--- src/rtl/sdram_wr_pkg.sv ---
package sdram_wr_pkg;

  typedef enum logic [2:0] {
    ST_IDLE,
    ST_WAITD,
    ST_ACT,
    ST_NOP,
    ST_WCMD,
    ST_DATA,
    ST_BTERM,
    ST_GAP
  } wr_state_e;

  // {cs_n, ras_n, cas_n, we_n}
  localparam logic [3:0] CMD_ACT   = 4'b0011;
  localparam logic [3:0] CMD_WRITE = 4'b0100;
  localparam logic [3:0] CMD_BTERM = 4'b0110;
  localparam logic [3:0] CMD_NOP   = 4'b0111;
  localparam logic [3:0] CMD_DESEL = 4'b1111;

  localparam logic [1:0] MASK_ALL  = 2'b11;
  localparam logic [1:0] MASK_NONE = 2'b00;

endpackage

--- src/rtl/sdram_wr_req_latch.sv ---
module sdram_wr_req_latch #(
  parameter int ROW_W = 13,
  parameter int COL_W = 9,
  parameter int LEN_W = 8
) (
  input  logic                   clk,
  input  logic                   rst_n,
  input  logic                   take,
  input  logic [ROW_W+COL_W-1:0] addr,
  input  logic [LEN_W-1:0]       len,
  output logic [ROW_W-1:0]       row,
  output logic [COL_W-1:0]       col,
  output logic [LEN_W-1:0]       len_m1
);

  localparam int ADDR_W = ROW_W + COL_W;

  always_ff @(posedge clk or negedge rst_n) begin
    if (!rst_n) begin
      row    <= '0;
      col    <= '0;
      len_m1 <= '0;
    end else if (take) begin
      row    <= addr[ADDR_W-1:COL_W];
      col    <= addr[COL_W-1:0];
      len_m1 <= len;
    end
  end

endmodule

--- src/rtl/sdram_wr_ctrl.sv ---
module sdram_wr_ctrl
  import sdram_wr_pkg::*;
#(
  parameter int LEN_W   = 8,
  parameter int CAS_LAT = 2,
  parameter int GAP_CYC = 1
) (
  input  logic             clk,
  input  logic             rst_n,
  input  logic             req_valid,
  input  logic             wr_valid,
  input  logic [LEN_W-1:0] len_m1,
  output wr_state_e        state,
  output logic             req_take,
  output logic             req_ready,
  output logic             busy,
  output logic             wr_ready
);

  localparam int SMALL_W = $clog2(CAS_LAT + GAP_CYC + 1);
  localparam int CNT_W   = (LEN_W > SMALL_W) ? LEN_W : SMALL_W;

  wr_state_e        st, st_nxt;
  logic [CNT_W-1:0] cnt, cnt_nxt;

  // named internal events
  logic cnt_zero;
  logic commit_evt;
  logic last_beat;
  logic gap_done;

  assign cnt_zero   = (cnt == '0);
  assign commit_evt = (st == ST_WAITD) && wr_valid;
  assign last_beat  = (st == ST_DATA) && cnt_zero;
  assign gap_done   = (st == ST_GAP) && cnt_zero;

  assign req_ready = (st == ST_IDLE);
  assign req_take  = req_valid && req_ready;
  assign busy      = (st != ST_IDLE);
  assign wr_ready  = (st == ST_DATA);
  assign state     = st;

  always_comb begin
    st_nxt  = st;
    cnt_nxt = cnt;
    unique case (st)
      ST_IDLE:  if (req_take) st_nxt = ST_WAITD;
      ST_WAITD: if (commit_evt) st_nxt = ST_ACT;
      ST_ACT: begin
        if (CAS_LAT > 1) begin
          st_nxt  = ST_NOP;
          cnt_nxt = CNT_W'(CAS_LAT - 2);
        end else begin
          st_nxt = ST_WCMD;
        end
      end
      ST_NOP: begin
        if (cnt_zero) st_nxt = ST_WCMD;
        else          cnt_nxt = cnt - 1'b1;
      end
      ST_WCMD: begin
        st_nxt  = ST_DATA;
        cnt_nxt = CNT_W'(len_m1);
      end
      ST_DATA: begin
        if (last_beat) st_nxt = ST_BTERM;
        else           cnt_nxt = cnt - 1'b1;
      end
      ST_BTERM: begin
        st_nxt  = ST_GAP;
        cnt_nxt = CNT_W'(GAP_CYC - 1);
      end
      ST_GAP: begin
        if (gap_done) st_nxt = ST_IDLE;
        else          cnt_nxt = cnt - 1'b1;
      end
      default: st_nxt = ST_IDLE;
    endcase
  end

  always_ff @(posedge clk or negedge rst_n) begin
    if (!rst_n) begin
      st  <= ST_IDLE;
      cnt <= '0;
    end else begin
      st  <= st_nxt;
      cnt <= cnt_nxt;
    end
  end


  accept_busy_chk: assert property (@(posedge clk) disable iff (!rst_n)
    req_take |=> (busy && !req_ready));


  stream_valid_chk: assert property (@(posedge clk) disable iff (!rst_n)
    wr_ready |-> wr_valid);


  commit_needs_data_chk: assert property (@(posedge clk) disable iff (!rst_n)
    ($past(st) == ST_WAITD && st == ST_ACT) |-> $past(wr_valid));

endmodule

--- src/rtl/sdram_wr_pins.sv ---
module sdram_wr_pins
  import sdram_wr_pkg::*;
#(
  parameter int ROW_W = 13,
  parameter int COL_W = 9,
  parameter int DQ_W  = 16
) (
  input  logic             clk,
  input  logic             rst_n,
  input  wr_state_e        state,
  input  logic [ROW_W-1:0] row,
  input  logic [COL_W-1:0] col,
  input  logic [DQ_W-1:0]  wr_data,
  output logic             sd_cke,
  output logic             sd_cs_n,
  output logic             sd_ras_n,
  output logic             sd_cas_n,
  output logic             sd_we_n,
  output logic [1:0]       sd_dqm,
  output logic [DQ_W-1:0]  sd_ad
);

  function automatic logic [DQ_W-1:0] row_word(input logic [ROW_W-1:0] r);
    return DQ_W'(r);
  endfunction

  // column placed one below the first data address: the first slot is a dummy
  function automatic logic [DQ_W-1:0] write_col_word(input logic [COL_W-1:0] c);
    logic [COL_W-1:0] d;
    d = c - 1'b1;
    return DQ_W'(d);
  endfunction

  logic [3:0]      cmd_d, cmd_q;
  logic [1:0]      dqm_d, dqm_q;
  logic [DQ_W-1:0] ad_d, ad_q;
  logic            cke_q;

  always_comb begin
    cmd_d = CMD_DESEL;
    dqm_d = MASK_ALL;
    ad_d  = '0;
    unique case (state)
      ST_ACT: begin
        cmd_d = CMD_ACT;
        ad_d  = row_word(row);
      end
      ST_NOP:  cmd_d = CMD_NOP;
      ST_WCMD: begin
        cmd_d = CMD_WRITE;
        ad_d  = write_col_word(col);
      end
      ST_DATA: begin
        cmd_d = CMD_NOP;
        dqm_d = MASK_NONE;
        ad_d  = wr_data;
      end
      ST_BTERM: cmd_d = CMD_BTERM;
      default: ;
    endcase
  end

  always_ff @(posedge clk or negedge rst_n) begin
    if (!rst_n) begin
      cmd_q <= CMD_DESEL;
      dqm_q <= MASK_ALL;
      ad_q  <= '0;
      cke_q <= 1'b0;
    end else begin
      cmd_q <= cmd_d;
      dqm_q <= dqm_d;
      ad_q  <= ad_d;
      cke_q <= 1'b1;
    end
  end

  assign sd_cke   = cke_q;
  assign sd_cs_n  = cmd_q[3];
  assign sd_ras_n = cmd_q[2];
  assign sd_cas_n = cmd_q[1];
  assign sd_we_n  = cmd_q[0];
  assign sd_dqm   = dqm_q;
  assign sd_ad    = ad_q;


  cke_active_chk: assert property (@(posedge clk) disable iff (!rst_n)
    !sd_cs_n |-> sd_cke);


  write_after_nop_chk: assert property (@(posedge clk) disable iff (!rst_n)
    (cmd_q == CMD_WRITE) |-> ($past(cmd_q) == CMD_NOP || $past(cmd_q) == CMD_ACT));


  write_masked_chk: assert property (@(posedge clk) disable iff (!rst_n)
    (cmd_q == CMD_WRITE) |-> (dqm_q == MASK_ALL));


  data_after_write_chk: assert property (@(posedge clk) disable iff (!rst_n)
    (dqm_q == MASK_NONE) |-> ($past(cmd_q) == CMD_WRITE || $past(dqm_q) == MASK_NONE));


  bterm_after_data_chk: assert property (@(posedge clk) disable iff (!rst_n)
    (cmd_q == CMD_BTERM) |-> ($past(dqm_q) == MASK_NONE && dqm_q == MASK_ALL));


  desel_after_bterm_chk: assert property (@(posedge clk) disable iff (!rst_n)
    (cmd_q == CMD_BTERM) |=> sd_cs_n);


  act_after_desel_chk: assert property (@(posedge clk) disable iff (!rst_n)
    (cmd_q == CMD_ACT) |-> $past(sd_cs_n));

endmodule

--- src/rtl/sdram_hw_writer.sv ---
module sdram_hw_writer
  import sdram_wr_pkg::*;
#(
  parameter int ROW_W   = 13,
  parameter int COL_W   = 9,
  parameter int LEN_W   = 8,
  parameter int DQ_W    = 16,
  parameter int CAS_LAT = 2,
  parameter int GAP_CYC = 1
) (
  input  logic                   clk,
  input  logic                   rst_n,
  input  logic                   req_valid,
  output logic                   req_ready,
  input  logic [ROW_W+COL_W-1:0] req_addr,
  input  logic [LEN_W-1:0]       req_len,
  input  logic                   wr_valid,
  output logic                   wr_ready,
  input  logic [DQ_W-1:0]        wr_data,
  output logic                   busy,
  output logic                   sd_cke,
  output logic                   sd_cs_n,
  output logic                   sd_ras_n,
  output logic                   sd_cas_n,
  output logic                   sd_we_n,
  output logic [1:0]             sd_dqm,
  output logic [DQ_W-1:0]        sd_ad
);

  wr_state_e        state;
  logic             req_take;
  logic [ROW_W-1:0] row;
  logic [COL_W-1:0] col;
  logic [LEN_W-1:0] len_m1;

  sdram_wr_req_latch #(
    .ROW_W(ROW_W), .COL_W(COL_W), .LEN_W(LEN_W)
  ) u_latch (
    .clk    (clk),
    .rst_n  (rst_n),
    .take   (req_take),
    .addr   (req_addr),
    .len    (req_len),
    .row    (row),
    .col    (col),
    .len_m1 (len_m1)
  );

  sdram_wr_ctrl #(
    .LEN_W(LEN_W), .CAS_LAT(CAS_LAT), .GAP_CYC(GAP_CYC)
  ) u_ctrl (
    .clk       (clk),
    .rst_n     (rst_n),
    .req_valid (req_valid),
    .wr_valid  (wr_valid),
    .len_m1    (len_m1),
    .state     (state),
    .req_take  (req_take),
    .req_ready (req_ready),
    .busy      (busy),
    .wr_ready  (wr_ready)
  );

  sdram_wr_pins #(
    .ROW_W(ROW_W), .COL_W(COL_W), .DQ_W(DQ_W)
  ) u_pins (
    .clk      (clk),
    .rst_n    (rst_n),
    .state    (state),
    .row      (row),
    .col      (col),
    .wr_data  (wr_data),
    .sd_cke   (sd_cke),
    .sd_cs_n  (sd_cs_n),
    .sd_ras_n (sd_ras_n),
    .sd_cas_n (sd_cas_n),
    .sd_we_n  (sd_we_n),
    .sd_dqm   (sd_dqm),
    .sd_ad    (sd_ad)
  );


  no_take_while_busy_chk: assert property (@(posedge clk) disable iff (!rst_n)
    busy |-> !req_take);

endmodule

--- config.mk ---
export PLATFORM = sky130hd
export DESIGN_NAME = sdram_hw_writer
export DESIGN_NICKNAME = d
export VERILOG_FILES = /design/src/rtl/sdram_wr_pkg.sv /design/src/rtl/sdram_wr_req_latch.sv /design/src/rtl/sdram_wr_ctrl.sv /design/src/rtl/sdram_wr_pins.sv /design/src/rtl/sdram_hw_writer.sv
export SDC_FILE = /design/constraint.sdc
export NUM_CORES = 1
export LEC_CHECK = 0
export ABC_AREA = 1
export ABC_CLOCK_PERIOD_IN_PS = 2100
export BUFFER_PORTS_ARGS = -buffer_cell sky130_fd_sc_hd__buf_2
export CORE_AREA = 5 5 108 110
export CTS_CLUSTER_DIAMETER = 30
export DETAILED_ROUTE_END_ITERATION = 10
export DIE_AREA = 0 0 113 115
export SLEW_MARGIN = 25
export SYNTH_ARGS = -nofsm -noshare
export SYNTH_HDL_FRONTEND = slang
export SYNTH_HIERARCHICAL = 1
export SYNTH_SLANG_ARGS = --single-unit
--- constraint.sdc ---
create_clock -name clk -period 2.1 [get_ports clk]
set_input_delay 0.105 -clock clk [delete_from_list [all_inputs] [get_ports clk]]
set_output_delay 0.105 -clock clk [all_outputs]
set_load 0.03 [all_outputs]
======== After elaboration in Yosys (flattened, before gate mapping) ========
Index checks and enable logic that the tools add are counted.
cells by class
  add/sub/neg operators ................... 2
  equal/unequal tests ..................... 15
  multiplexer cells ....................... 13
  reductions and logical operators ........ 12
operators by type and width
  operator                                          number
  case mux 16 bit (3 select lines)                  1
  case mux 8 bit (5 select lines)                   1
  two-way mux 8 bit                                 3
  case mux 3 bit (8 select lines)                   1
  case mux 4 bit (4 select lines)                   1
  two-way mux 3 bit                                 5
  == test 3 bit, second input constant              4
  subtractor 9 x 1 -> 9 bit, second input constant  1
  logical NOT 8 bit                                 1
  != test 2 x 1 -> 1 bit, second input constant     4
  != test 2 bit, second input constant              4
  subtractor 8 x 1 -> 8 bit, second input constant  1
  == test 3 x 2 -> 1 bit, second input constant     2
  AND reduction 5 bit                               1
  nonzero test 5 bit                                1
  logical AND 1 bit                                 4
  AND reduction 4 bit                               1
  OR reduction 2 bit                                2
  == test 3 x 1 -> 1 bit, second input constant     1
  logical NOT 3 bit                                 1
  nonzero test 3 bit                                1
  two-way mux 2 bit                                 1
word-level totals
  register bits ........................... 64
  input bits .............................. 50
  output and inout port bits .............. 26
  logic and storage cells ................. 51

======== Logic depth before layout (Yosys ltp) ========
Gate-level depths: netlist (run 1).
  word-level depth ........................ 4
  gate-level depth with buffers ........... 10
  depth with buffers taken out ............ 10

======== By module ========
The synthesis (run 1) kept the hierarchy.
by module, submodules not included
  module              instances  cells each  area each (um^2)  seq. area each (um^2)
  sdram_wr_req_latch  1          127         1122.3            750.7
  sdram_wr_pins       1          126         1072.3            556.8
  sdram_wr_ctrl       1          127         900.9             275.3

======== Worst setup path before layout (run 1) ========
OpenSTA, ideal clock, no wires.
  kind .................................... register -> register
  start point ............................. reg u_ctrl.st[0], in the netlist u_ctrl/state[0]
  end point ............................... reg u_latch.col[0]
  library setup time ...................... 0.117 ns
  arrival ................................. 1.859 ns
  required time ........................... 1.983 ns
  slack ................................... 0.124 ns
  stages on the path, launching flop included .. 11
  buffers on the path ..................... 1
  clock period less this slack ............ 1.976 ns
  path through ............................ dfrtp_1 > inv_1 > ha_1 > inv_1 > nor2_4 > inv_1 > nor2_1 > inv_2 > buf_2 > nand2_1 > nand2_1
on the way
  cells in the longest elaborated chain, start to end .. 2
ends and longest elaborated chain
  what                    line                      text
  start, declared         sdram_wr_ctrl.sv:23       wr_state_e st, st_nxt;
  start signal, assigned  sdram_wr_ctrl.sv:86       st <= st_nxt;
  logical NOT 3 bit       sdram_wr_ctrl.sv:37       assign req_ready = (st == ST_IDLE);
  via req_ready           sdram_hw_writer.sv:14     output logic req_ready,
  logical AND 1 bit       sdram_wr_ctrl.sv:38       assign req_take = req_valid && req_ready;
  via req_take            sdram_hw_writer.sv:31     logic req_take;
  end signal, assigned    sdram_wr_req_latch.sv:25  col <= addr[COL_W-1:0];
  end, declared           sdram_wr_req_latch.sv:12  output logic [COL_W-1:0] col,
The timed path passes the listed nets, and every way through them passes these cells.
A chain may end at the register's enable or synchronous reset.

======== Final worst setup path (run 1) ========
  start point ............................. reg u_ctrl.st[1], in the netlist u_ctrl/state[1]
  end point ............................... reg u_latch.len_m1[3]
on the way
  cells in the longest elaborated chain, start to end .. 2
ends and longest elaborated chain
  what                  line                      text
  logical NOT 3 bit     sdram_wr_ctrl.sv:37
  logical AND 1 bit     sdram_wr_ctrl.sv:38
  via req_take          sdram_hw_writer.sv:31
  end signal, assigned  sdram_wr_req_latch.sv:26  len_m1 <= len;
  end, declared         sdram_wr_req_latch.sv:13  output logic [LEN_W-1:0] len_m1
The timed path passes the listed nets, and every way through them passes these cells.

==> results of run 1 <==
-- worst reg2reg max path, delay by kind of cell (launching register included) --
| family | cells | cell delay (ns) |
|---|---|---|
| buffers and inverters | 4 | 0.70 |
| flip-flops | 1 | 0.48 |
| AND/OR/NAND/NOR | 4 | 0.31 |
| adder cells (fa/ha/maj) | 1 | 0.26 |
-- synth_stat cells (4+ instances only) --
cell type / instances
buf_2: 6
nand3_1: 15
nand2_4: 4
nand2_1: 161
inv_1: 44
dfrtp_1: 58
nor2_1: 26
inv_2: 4
dfstp_2: 5
o21ai_0: 10
ha_1: 7
a21oi_1: 8
-- worst paths after layout --
| path | from | end | slack [ns] |
|---|---|---|---|
| worst max-delay path | u_ctrl/state[1] | u_latch/len_m1[3] | 0.31 |
| worst min-delay path | req_addr[8] | u_latch/col[8] | 0.02 |
| worst max register to register | u_ctrl/state[1] | u_latch/len_m1[3] | 0.31 |
| worst min register to register | u_latch/row[5] | u_latch/row[5] | 0.47 |
| max in group asynchronous | rst_n | u_pins/cmd_q[1] | 1.07 |
| min in group asynchronous | rst_n | u_pins/sd_ad[14] | 0.32 |
-- state kept, by name (all words and copies together) (netlist names) --
signal          count
u_pins/sd_ad       16
u_latch/row        13
u_latch/col         9
u_ctrl/cnt          8
u_latch/len_m1      8
u_pins/cmd_q        4
u_ctrl/state        3
u_pins/sd_cke       1
u_pins/sd_dqm       1
-- area by class of cell --
| class | count | area share |
|---|---|---|
| inverter | 48 | 0.0424 |
| tap | 140 | 0.0412 |
| clock inverter | 6 | 0.0200 |
| timing repair buffer | 121 | 0.197 |
| multi-input combinational | 259 | 0.297 |
| clock buffer | 10 | 0.0300 |
| sequential | 63 | 0.372 |
-- per-layer routing --
layer | routed length [um] | vias to the layer above
met5 | 0 | -
met1 | 3640 | 1215
met2 | 3570 | 79
li1 | - | 1406
met3 | 508 | 11
met4 | 81 | 0
-- through the flow --
stage          cell area, sq um  setup WS [ns]  cells  hold slack, ns
2_1_floorplan              3100          0.124    380          -0.191
3_3_place_gp               3630          0.410    590           0.171
3_5_place_dp               3630          0.304    590           0.178
4_1_cts                    4250          0.277    647         0.00409
5_1_grt                    4250          0.104    647          0.0224
6_report                   4250          0.306    647          0.0192
-- report_power, final --
| group | switching (W) | internal (W) | leakage (nW) |
|---|---|---|---|
| logic | 0.00183 | 0.000941 | 1.43 |
| clock network | 0.000483 | 0.000664 | 0.102 |
| registers | 0.000339 | 0.00176 | 0.791 |
| total | 0.00265 | 0.00337 | 2.32 |
-- repair_timing --
item                                    CTS  global route
setup buffers                             0             0
endpoints found under the setup margin    0             0
hold buffers                             41             0
endpoints found under the hold margin    61             0
gates resized for setup                   0             0
-- cell usage in the layout (no fill, tap or decap), types with 7 or more instances in the layout --
cell type	count
clkbuf_8	9
inv_1	44
dfrtp_1	58
o21ai_0	10
nor2_1	25
a21oi_1	8
dlygate4sd3_1	41
buf_2	75
nand2_1	161
ha_1	7
nand3_1	15
-- logic make-up after synthesis --
logic type	synth area share
AOI/OAI and AO/OA	0.0833
adders and majority gates	0.0283
and+or+nand+nor	0.295
DFF	0.511
buffers and inverters	0.0812
other	0.00121
==> run summary, run 1 <==
• effective utilization at floorplan: 0.292
• full die area: 0.0130 sq mm
• post-route total power: 0.00602 W
• worst path bufs/invs: 4
• net count of the mapped netlist: 437
• TritonCTS buffer count: 9
• Worst setup SP type: register
• via count of the first global-routing pass: 2799
• dominant delay contributor by cell family on the critical path: buffers and inverters
• I/O Pins: 76
• sum of negative setup slack: 0 ns
• placed wire-length estimate after detailed placement: 5.56 mm
• number of clock sinks: 63
• library cell appearing most often on the critical path: inv_1
• H-tree depth: 3
• share of post-route cells with drive strength above 1: 0.247
• measured slew at the worst slew-check pin: 0.655 ns
• crit share post-route: 0.854
• antenna violations before repair: 0
• largest buffer count on any clock path: 2
• number of endpoints with negative hold slack in the final report: 0
• Routed Antenna Nets: 0
• ys async rst share: 1.00
• first-pass GRT wire length: 13.1 mm
• met3 capacity usage during global routing: 0.0400
• CP Data Required Time: 2.38 ns
• slowest stage delay, CP: 0.48 ns
• Via Count: 2711
• GRT Overall Usage: 0.126
• number of cell instances on the worst register-to-register path: 9
• run status: finished clean
• sequential-to-total area share from yosys stat: 0.511
• highest clock rate: 0.557 GHz
• footprint of the multi-input gates: 0.00126 sq mm
• Leakage: 2.32 nW
• final slew viol count: 0
• Synth area leaders: dfrtp_1, nand2_1, inv_1, dfstp_2, nor2_1
• critical path data arrival time: 2.07 ns
• Fin Clk Skew: 0.00773 ns
• critical path class: register to register
• post-layout util: 0.401
• met2 GRT Util: 0.203
• y dimension of the die: 115 um
• CTS root buf: clkbuf_8
• type of the tightest min-delay check: input pin to register
• pin count of the biggest net entering global routing: 31
• sequential cell area: 0.00158 sq mm
• Post-Syn Area: 0.00310 sq mm
• count of cells along the worst hold path: 3
• Layout fillers: 1085
• final net count: 559
• antenna diode instance count: 0
• final number of setup-violating endpoints: 0
• path length in cells of the critical path: 9
• DR DRC count: 0
• post-synthesis cell type count: 32
• clock latency reported for the late side of the worst-skew pair: 0.34 ns
• busiest layer in global routing: met2
• Core Box Area: 0.0106 sq mm
• Via-to-Cell Ratio: 4.19
• buffers added on ports: 75
• Site Rows: 38
• total detailed-routing wirelength: 7.80 mm
• warnings from Yosys: 6
• cell type of the slowest stage on the worst timing path: dfrtp_1
• Max-Slew Margin vs Limit: 0.563
• fraction of post-synthesis cell area in the top cell type by area: 0.469
• layout-stage area growth over the synthesis result: 37.3%
• cell type with the highest aggregate area in the netlist: dfrtp_1
• unrepaired setup endpoints after global routing: no
• die span in x: 113 um
• number of search-and-repair iterations in the first detailed-routing pass: 4
• average wire per standard cell: 12.1 um
• number of maximum-capacitance violations: 0
• global-route congestion overflow total: 0
• top flip-flop cell by instance count after synthesis: dfrtp_1
• total power divided by cell area: 1420 mW/mm^2
• syn avg cell area: 8.15 sq um
• maximum fanout encountered on the critical timing path: 30
• routability cong.: 0.789
• Global Route met1 Usage: 0.164
• VDD IR-drop max: 0.459 mV
• clock tree from TritonCTS: done
• capturing element type of the critical path: register
• critical path, cell by cell: inv_1, ha_1, inv_1, nor2_4, inv_1, nor2_2, inv_2, nand2_1, nand2_1
• clock slew at reported path FFs: 0.07 ns
• Iteration-0 DRC Markers: 105
• gate count after technology mapping: 380
• Post-synth EDFFs: 0
• synthesis-stage register bit count: 63
• clock period minus worst slack: 1.79 ns
Note: power is estimated with default switching activity, not from simulation.
==> run 2: changes to the inputs <==
--- a/config.mk
+++ b/config.mk
@@ -12,6 +12,7 @@
 export CTS_CLUSTER_DIAMETER = 30
 export DETAILED_ROUTE_END_ITERATION = 10
 export DIE_AREA = 0 0 113 115
+export RECOVER_POWER = 100
 export SLEW_MARGIN = 25
 export SYNTH_ARGS = -nofsm -noshare
 export SYNTH_HDL_FRONTEND = slang
==> run 2 against run 1 <==
The run now ends with capacitance limit, slew limit left. Via count rose by 0.22%. Sequential cell count unchanged. Critical path depth did not move. Sequential share of layout area rose by 0.90 points. Total power down 2.9%. Utilization shrank 0.94 points. Non-clock buffer count did not move. Critical endpoint is now u_latch/len_m1[2]. Largest cell class unchanged. Largest power group unchanged.
==> run summary, run 2 (same netlist as run 1, synthesis figures left out) <==
• critical path class: register to register, unchanged
• Max-Slew Margin vs Limit: -0.0497, was 0.563
• number of clock sinks: 63, unchanged
• routability cong.: 0.789, unchanged
• largest buffer count on any clock path: 2, unchanged
• number of instances in the placed design: 590, unchanged
• Core Box Area: 0.0106 sq mm, unchanged
• violated checks: capacitance limit, slew limit
• antenna violations before repair: 0, unchanged
• crit share post-route: 0.862, was 0.854
• post-cts hold buffer count: 41, unchanged
• maximum fanout encountered on the critical timing path: 30, unchanged
• number of maximum-capacitance violations: 1, was 0
• flip-flop count of the largest register, all copies and words added: 16, unchanged
• GRT Overall Usage: 0.126, unchanged
• final net count: 559, unchanged
• capturing element type of the critical path: register, unchanged
• DR DRC count: 0, unchanged
• clock period minus worst slack: 1.81 ns, was 1.79 ns
• total power divided by cell area: 1410 mW/mm^2, was 1420 mW/mm^2
• unrepaired setup endpoints after global routing: no, unchanged
• clock latency reported for the late side of the worst-skew pair: 0.34 ns, about the same
• I/O Pins: 76, unchanged
• VDD IR-drop max: 0.458 mV, was 0.459 mV
• Site Rows: 38, unchanged
• Leakage: 2.21 nW, was 2.32 nW
• H-tree depth: 3, unchanged
• clock slew at reported path FFs: 0.07 ns, about the same
• pin count of the biggest net entering global routing: 31, unchanged
• Routed Antenna Nets: 0, unchanged
• first-pass GRT wire length: 13.1 mm, unchanged
• die span in x: 113 um, unchanged
• final number of setup-violating endpoints: 0, unchanged
• y dimension of the die: 115 um, unchanged
• Iteration-0 DRC Markers: 110, was 105
• full die area: 0.0130 sq mm, unchanged
• type of the tightest min-delay check: input pin to register, unchanged
• share of post-route cells with drive strength above 1: 0.170, was 0.247
• Post-Layout Cell Count: 647, unchanged
• global-route congestion overflow total: 0, unchanged
• layout-stage area growth over the synthesis result: 34.1%, was 37.3%
• Via Count: 2717, was 2711
• highest clock rate: 0.553 GHz, was 0.557 GHz
• buffers added on ports: 75, unchanged
• most common cell after layout, fill and taps aside: nand2_1, unchanged
• CTS root buf: clkbuf_8, unchanged
• run status: finished with violations, was finished clean
• post-route total power: 0.00584 W, was 0.00602 W
• TritonCTS buffer count: 9, unchanged
• number of search-and-repair iterations in the first detailed-routing pass: 4, unchanged
• clock tree from TritonCTS: done, unchanged
• measured slew at the worst slew-check pin: 1.57 ns, was 0.655 ns
• CP Data Required Time: 2.38 ns, about the same
• sum of negative setup slack: 0 ns, unchanged
• antenna diode instance count: 0, unchanged
• placed wire-length estimate after detailed placement: 5.56 mm, unchanged
• cells resized by post-CTS repair: 0, unchanged
• effective utilization at floorplan: 0.292, unchanged
• post-CTS setup repair buffer count: 0, unchanged
• final slew viol count: 27, was 0
• number of endpoints with negative hold slack in the final report: 0, unchanged
• average wire per standard cell: 12.1 um, about the same
• critical path data arrival time: 2.09 ns, was 2.07 ns
• via count of the first global-routing pass: 2799, unchanged
• Worst setup SP type: register, unchanged
• total detailed-routing wirelength: 7.86 mm, was 7.80 mm
• Via-to-Cell Ratio: 4.20, was 4.19
• most frequent cells in the layout: nand2_1, dfrtp_1, buf_2, inv_1, dlygate4sd3_1, was nand2_1, buf_2, dfrtp_1, inv_1, dlygate4sd3_1
• Fin Clk Skew: 0.00759 ns, was 0.00773 ns
-- run 2: cell count changes in the layout (fill, tap and decap cells not counted), sizes merged --
cell    previous run  this run
buf               80        52
clkbuf            10        38
-- run 2: layout make-up --
class | count | area, sq um
clock inverters | 6 | 85.1
flip-flops and latches | 63 | 1580
well taps | 140 | 175
repair buffers | 121 | 802
fillers | 1107 | 6450
inverters | 48 | 180
multi-input cells | 259 | 1200
clock buffers | 10 | 128
-- run 2: final timing paths --
kind | start | to | slack [ns] | cells after the start
max in group asynchronous | rst_n | u_pins/cmd_q[1] | 0.40 | 3
worst min register to register | u_latch/row[5] | u_latch/row[5] | 0.48 | 2
min in group asynchronous | rst_n | u_pins/sd_ad[13] | 0.68 | 2
worst min-delay path | req_addr[8] | u_latch/col[8] | 0.02 | 3
worst max-delay path | u_ctrl/state[1] | u_latch/len_m1[2] | 0.29 | 9
worst max register to register | u_ctrl/state[1] | u_latch/len_m1[2] | 0.29 | 9
-- run 2: critical path: stages (launching register included) --
cell and delay, ns:
dfrtp_1 0.46, inv_1 0.12, ha_1 0.21, inv_1 0.06
nor2_1 0.15, inv_1 0.08, nor2_1 0.15, buf_4 0.34
nand2_1 0.10, nand2_1 0.08
-- run 2: report_power, final --
part | switching, W | internal, W | total (W)
clock network | 0.000484 | 0.000664 | 0.00115
registers | 0.000327 | 0.00177 | 0.00209
logic | 0.00176 | 0.000843 | 0.00260
-- run 2: routing by layer --
metal / wire length (um) / GRT usage / vias to the layer above
met1: 3650 / 0.164 / 1230
met3: 518 / 0.0400 / 11
met2: 3610 / 0.203 / 75
met4: 83 / 0.0329 / 0
met5: 0 / 0 / -
li1: - / - / 1401
-- run 2: through the flow --
step                 util  hold WS, ns  instance area [sq um]  worst slack (ns)
finish              0.391       0.0178                   4150             0.290
global route        0.391       0.0224                   4150            0.0528
CTS                 0.401      0.00409                   4250             0.277
detailed placement  0.342        0.178                   3630             0.304
global placement    0.342        0.171                   3630             0.410
floorplan               -       -0.191                   3100             0.124
